`src/rtl/edge_irq_ctrl.sv`:
```
module edge_irq_ctrl #(
  parameter int NC = 26,
  parameter int ND = 14,
  localparam int NL = NC + ND
) (
  input  logic          clk,
  input  logic          rst_n,
  input  logic [NL-1:0] hw_req,
  input  logic          wr_en,
  input  logic [2:0]    addr,
  input  logic [NL-1:0] wdata,
  output logic [NL-1:0] rdata,
  output logic [NL-1:0] irq_o,
  output logic [NL-1:0] evt_o,
  output logic          wake_o
);
  localparam logic [2:0] A_IMSK = 3'd0, A_EMSK = 3'd1, A_RISE = 3'd2,
                         A_FALL = 3'd3, A_SWT = 3'd4, A_PEND = 3'd5;

  logic [NL-1:0] s1, s2, imask, emask;
  logic [NC-1:0] lvl_q, rise, fall, swt, pend, trig_q;

  wire [NC-1:0] cur    = s2[NC-1:0];
  wire [NC-1:0] hit    = (cur & ~lvl_q & rise) | (~cur & lvl_q & fall);
  wire          wr_swt = wr_en && addr == A_SWT;
  wire          wr_pnd = wr_en && addr == A_PEND;
  wire [NC-1:0] sw_set = wr_swt ? wdata[NC-1:0] : '0;
  wire [NC-1:0] clr    = wr_pnd ? wdata[NC-1:0] : '0;
  wire [NC-1:0] set    = hit | sw_set;

  always_ff @(posedge clk or negedge rst_n) begin
    if (!rst_n) begin
      s1     <= '0;
      s2     <= '0;
      lvl_q  <= '0;
      imask  <= {{ND{1'b1}}, {NC{1'b0}}};
      emask  <= '0;
      rise   <= '0;
      fall   <= '0;
      swt    <= '0;
      pend   <= '0;
      trig_q <= '0;
    end else begin
      s1     <= hw_req;
      s2     <= s1;
      lvl_q  <= cur;
      pend   <= (pend & ~clr) | set;
      swt    <= (swt & ~clr) | sw_set;
      trig_q <= set;
      if (wr_en && addr == A_IMSK) imask <= wdata;
      if (wr_en && addr == A_EMSK) emask <= wdata;
      if (wr_en && addr == A_RISE) rise  <= wdata[NC-1:0];
      if (wr_en && addr == A_FALL) fall  <= wdata[NC-1:0];
    end
  end

  always_comb begin
    case (addr)
      A_IMSK:  rdata = imask;
      A_EMSK:  rdata = emask;
      A_RISE:  rdata = {{ND{1'b0}}, rise};
      A_FALL:  rdata = {{ND{1'b0}}, fall};
      A_SWT:   rdata = {{ND{1'b0}}, swt};
      A_PEND:  rdata = {{ND{1'b0}}, pend};
      default: rdata = '0;
    endcase
  end

  assign irq_o  = {s2[NL-1:NC] & imask[NL-1:NC], pend & imask[NC-1:0]};
  assign evt_o  = {s2[NL-1:NC] & emask[NL-1:NC], trig_q & emask[NC-1:0]};
  assign wake_o = |irq_o || |evt_o;

  a_r2_edge_sets_pend: assert property (@(posedge clk) disable iff (!rst_n)
    |hit |=> (pend & $past(hit)) == $past(hit));

  a_r6_sw_sets_pend: assert property (@(posedge clk) disable iff (!rst_n)
    wr_swt |=> (pend & $past(wdata[NC-1:0])) == $past(wdata[NC-1:0]));

  a_r5_clear_takes: assert property (@(posedge clk) disable iff (!rst_n)
    wr_pnd |=> (pend & $past(clr & ~set)) == '0);

  a_r11_set_wins: assert property (@(posedge clk) disable iff (!rst_n)
    |(clr & set) |=> (pend & $past(clr & set)) == $past(clr & set));

  a_r6_trig_within_pend: assert property (@(posedge clk) disable iff (!rst_n)
    (swt & ~pend) == '0);

  a_r4_pend_has_cause: assert property (@(posedge clk) disable iff (!rst_n)
    (pend & ~$past(pend) & ~$past(set)) == '0);
endmodule

```
`config.mk`:
```
export PLATFORM = sky130hd
export DESIGN_NAME = edge_irq_ctrl
export DESIGN_NICKNAME = d
export VERILOG_FILES = /design/src/rtl/edge_irq_ctrl.sv
export SDC_FILE = /design/constraint.sdc
export NUM_CORES = 1
export LEC_CHECK = 0
export BUFFER_PORTS_ARGS = -buffer_cell sky130_fd_sc_hd__buf_2
export CAP_MARGIN = 10
export CORE_MARGIN = 4
export CORE_UTILIZATION = 50
export CTS_CLUSTER_DIAMETER = 30
export CTS_CLUSTER_SIZE = 30
export DETAILED_ROUTE_END_ITERATION = 16
export GPL_ROUTABILITY_DRIVEN = 0
export PLACE_DENSITY = 0.84
export SLEW_MARGIN = 20
export SYNTH_ARGS = -nofsm -noshare
export SYNTH_HDL_FRONTEND = slang
export SYNTH_SLANG_ARGS = --single-unit
```
`constraint.sdc`:
```
create_clock -name clk -period 5.28 [get_ports clk]
set_clock_uncertainty 0.05 [all_clocks]
set_input_delay 0.528 -clock clk [delete_from_list [all_inputs] [get_ports clk]]
set_output_delay 0.528 -clock clk [all_outputs]
set_load 0.01 [all_outputs]
```
### After elaboration in Yosys (flattened, before gate mapping)

Cells that the tools add are included.

* multiplexer cells: 3
* shift-type cells: 0
* add/sub/neg operators: 0
* bitwise logic cells: 17
* reduce and logical (&&, ||, !) cells: 10
* order comparisons: 0
* equal/unequal tests: 5
* multiply operators: 0
* div/mod/pow operators: 0

Operators with widths (number)
* 40-bit one-hot mux with 6 select lines: 1
* 26-bit bitwise AND: 8
* 26-bit bitwise OR: 4
* 40-bit OR reduction: 2
* 26-bit inverter: 3
* 26-bit 2-to-1 mux: 2
* 14-bit bitwise AND: 2
* 3-bit by 2-bit equality test with 1-bit output, second input constant: 2
* 3-bit equality test, second input constant: 2
* 1-bit logical AND: 6
* 3-bit by 1-bit equality test with 1-bit output, second input constant: 1
* 3-bit logical NOT: 1
* 1-bit logical OR: 1

* bits in latches: 0
* word-level logic and storage cells: 45
* output and inout bits: 121
* bits in writable memories: 0
* input port bits: 86
* memory bits (read-only): 0
* register bits after elaboration: 316
* memories kept: 0

### Longest topological paths before layout

* depth after elaboration: 6
* gate-level depth with buffers: 8

### Least setup slack after synthesis

OpenSTA, ideal clock, no wires.

* kind: register to output
* start: register imask[8]
* end: output wake_o
* stages on the path, launching flop included: 6
* buffers on the path: 0
* arrival: 1.912 ns
* path slack: 2.790 ns
* data required time: 4.702 ns
* cells stage by stage: dfrtp_1 > and2_1 > or4_1 > or4_1 > nor4_1 > nand3_1

* longest elaborated chain between the ends: 3

RTL lines
* start, declared: line 20 `logic [NL-1:0] s1, s2, imask, emask;`
* start signal, assigned: line 36 `imask <= {{ND{1'b1}}, {NC{1'b0}}};`
* start signal, assigned: line 50 `if (wr_en && addr == A_IMSK) imask <= wdata;`
* 26-bit bitwise AND: line 69 `assign irq_o = {s2[NL-1:NC] & imask[NL-1:NC], pend & imask[NC-1:0]};`
* via irq_o[8]: line 13 `output logic [NL-1:0] irq_o,`
* 40-bit OR reduction: line 71 `assign wake_o = |irq_o || |evt_o;`
* 1-bit logical OR: line 71
* end, declared: line 15 `output logic wake_o`

The timed path passes the listed nets, and every way through them passes these cells.

### Worst setup path in the final report

* start: register imask[11]
* end: output wake_o

* longest elaborated chain between the ends: 3

RTL lines (line)
* 26-bit bitwise AND: 69
* 40-bit OR reduction: 71
* 1-bit logical OR: 71

No other way between the ends.

==> impl_results.md <==
* Outcome: complete, no violations
* CTS Sinks at 316
* Synth Cell Area at 12300 µm²
* M1 GR Usage at 0.312
* Total Routing Usage GR at 0.251
* Flop pwr share at 0.369
* Remaining DRCs at 0
* Met2 global-route usage at 0.401
* GR Overflow Total at 0
* Setup Fix Bufs, Post-CTS at 0
* Worst path max stage delay at 650 ps
* Core area at 24200 µm²
* Nets@finish at 1274
* Worst-path clk slew at 50 ps
* Max-cap viol count at 0
* Pwr dens at 518 nW/µm²
* Post-place setup slack at 2140 ps
* Initial Util at 0.508
* Yosys reg bits at 316
* ANT nets after route at 0
* Slowest cell on crit path: nor4_1
* Crit Path Class: reg2out
* IO Port Bufs at 206
* Setup crit end kind: primary output
* Min Tclk post-route at 3680 ps
* First-pass GRT wire length at 51600 µm
* I/O Pins at 207
* Routed len/inst at 21.9 µm
* Vias in the first global route at 9393
* Crit Reg-Reg Startpoint: s2[25]
* Psw at 0.00208 W
* Hold-critical path endpoint: s1[22]
* Netlist cell types at 24
* Post-DP HPWL at 21100 µm
* CTS tree: built
* Reg2reg end: pend[25]
* Antenna violations before repair at 5
* Cts bufs inserted at 66
* R2R cell count at 3
* Slew Limit Fails at 0
* Clock latency on the worst-skew pair at 540 ps
* Avg Cell Area, Syn at 13.1 µm²
* Setup TNS at 0 ps
* WP buf/inv at 1
* # setup viols final at 0
* Max-slew headroom at 0.413
* Die X-Extent at 165 µm
* Gr busiest metal: met2
* Maximum vdd ir drop at 0.415 mV
* Most common cell on crit path: or4_1
* HP Start: hw_req[22]
* 1st-pass router iterations at 5
* Worst slew pin tran at 879 ps
* Hold-fix buffers at CTS at 0
* Vias at 9035
* Worst EP required at 4700 ps
* RSZ-0062 raised after global routing: false
* Growth of design area from synthesis to finish at 30.6%
* Clock root buffer master: clkbuf_16
* Worst path cell trace: and2_4, or4_1, or4_1, nor4_1, nand3_1, buf_2
* Crit path max-delay family: simple AND/OR/NAND/NOR gates
* Worst hold path class: in2reg
* Clock share of power at 0.509
* Yosys warns at 0
* Pin count of the biggest net entering global routing at 145
* Worst setup SP type: flip-flop
* Hold Path Depth at 1
* Die area at 27200 µm²
* Crit-path max FO at 3
* Max Freq at 272 MHz
* Clk buf depth at 3
* Sw Ratio at 0.250
* Post-cts gate resize count at 0
* Cell Int Power at 0.00625 W
* Sequential fraction of the synthesis area at 0.643
* Via density at 5.79
* Static leakage at 7.43 nW
* H-tree depth at 3
* Period utilisation layout at 0.696
* Routing usage on met3 at 0.0759
* Syn nets at 1025
* Logic pwr share at 0.123
* Rows at 57
* Final hold violation count at 0
* Post-Synthesis Cells at 939
* Share of cells above drive strength 1 at 0.397
* Reg2Reg Setup Slack at 4290 ps
* DIE HEIGHT at 165 µm
* First-iteration detailed-routing DRC count at 1041
* Final worst slack at 1600 ps
* Critical Path AT at 3100 ps
* Overall routed net length at 34200 µm
## layer usage
| layer | vias to the layer above | part of all wire |
|---|---|---|
| li1 | 3887 | - |
| met1 | 4505 | 0.38 |
| met2 | 507 | 0.48 |
| met3 | 128 | 0.096 |
| met4 | 8 | 0.043 |
| met5 | - | 0.0015 |
## how the worst max path moves through the flow
stage | start | end | slack, ps | cells after the start
4_1_cts | imask[11] | wake_o | 1650 | 6
3_3_place_gp | addr[1] | imask[2] | 2170 | 6
6_report | imask[11] | wake_o | 1600 | 6
5_1_grt | imask[11] | wake_o | 1580 | 6
2_1_floorplan | imask[8] | wake_o | 2790 | 5
3_5_place_dp | addr[1] | imask[2] | 2140 | 6
## synthesized netlist by cell type
library cell	number	area share
mux2_2	128	0.12
and2_1	81	0.041
or2_2	10	0.0051
a21o_1	26	0.016
mux2_1	4	0.0037
or4_1	20	0.012
a22oi_1	78	0.048
nor3b_1	1	0.00061
nor2_1	1	0.00030
nor3b_2	2	0.0020
and2_0	2	0.0010
dfstp_2	14	0.030
nand3_1	27	0.011
nand2_1	131	0.040
clkbuf_1	21	0.0064
and2_4	2	0.0014
and3b_1	2	0.0014
nor4_1	2	0.0010
o211ai_1	26	0.016
dfrtp_1	302	0.61
nor3_1	1	0.00041
buf_2	18	0.0073
a22o_1	14	0.010
nand3b_1	26	0.016
## worst register-to-register path: stages (launching register included)
cell,delay [ps]
dfrtp_1,400
nand3b_1,120
o211ai_1,130
a21o_1,170
## state kept, by name, summed over array words and instances (netlist names)
register / flops
lvl_q: 26
emask: 40
imask: 40
pend: 26
s1: 40
rise: 26
fall: 26
trig_q: 26
s2: 40
swt: 26
## layout make-up
| class | count | area, µm² |
|---|---|---|
| clock inverter | 29 | 433 |
| multi-input combinational | 584 | 4260 |
| tap | 324 | 405 |
| timing repair buffer | 220 | 1180 |
| sequential | 316 | 7930 |
| antenna | 1 | 2.50 |
| fill | 1672 | 8160 |
| clock buffer | 86 | 1890 |
## cell families (layout without fill, tap and decap cells)
logic type / Yosys count / after routing / synth area share
other cells: 0 / 1 / 0
buf+inv: 39 / 335 / 0.0137
simple gates: 308 / 308 / 0.133
flops: 316 / 316 / 0.643
compound gates: 144 / 144 / 0.0892
mux: 132 / 132 / 0.121
## metrics by stage
step	power [W]	hold slack, ps	std cells	utilization	area, µm²
after CTS	0.00837	25.1	1557	0.662	16100
after global placement	0.00405	282	1442	0.566	13700
after detailed placement	0.00410	285	1442	0.566	13700
after floorplan	0.00361	182	939	-	12300
after global routing	0.00866	29.1	1559	0.664	16100
final	0.00833	43.2	1560	0.664	16100
## layout by cell type, fill, tap and decap left out, types with 14 or more instances in the layout
master | Yosys | layout
and2_1 | 81 | 79
buf_2 | 18 | 205
clkbuf_16 | 0 | 68
a21o_1 | 26 | 26
mux2_2 | 128 | 128
a22oi_1 | 78 | 78
nand3_1 | 27 | 27
dfrtp_1 | 302 | 302
o211ai_1 | 26 | 26
nand3b_1 | 26 | 26
nand2_1 | 131 | 131
dfstp_2 | 14 | 14
or4_1 | 20 | 20
a22o_1 | 14 | 14
## power by group through the flow
stage / logic (W) / registers [W] / clock network, W
after floorplan: 0.000602 / 0.00301 / 0
after global placement: 0.000988 / 0.00306 / 0
after detailed placement: 0.00101 / 0.00309 / 0
after CTS: 0.00103 / 0.00306 / 0.00428
after global routing: 0.00111 / 0.00311 / 0.00444
final: 0.00102 / 0.00307 / 0.00424
Power figures use the tool's default switching activity.
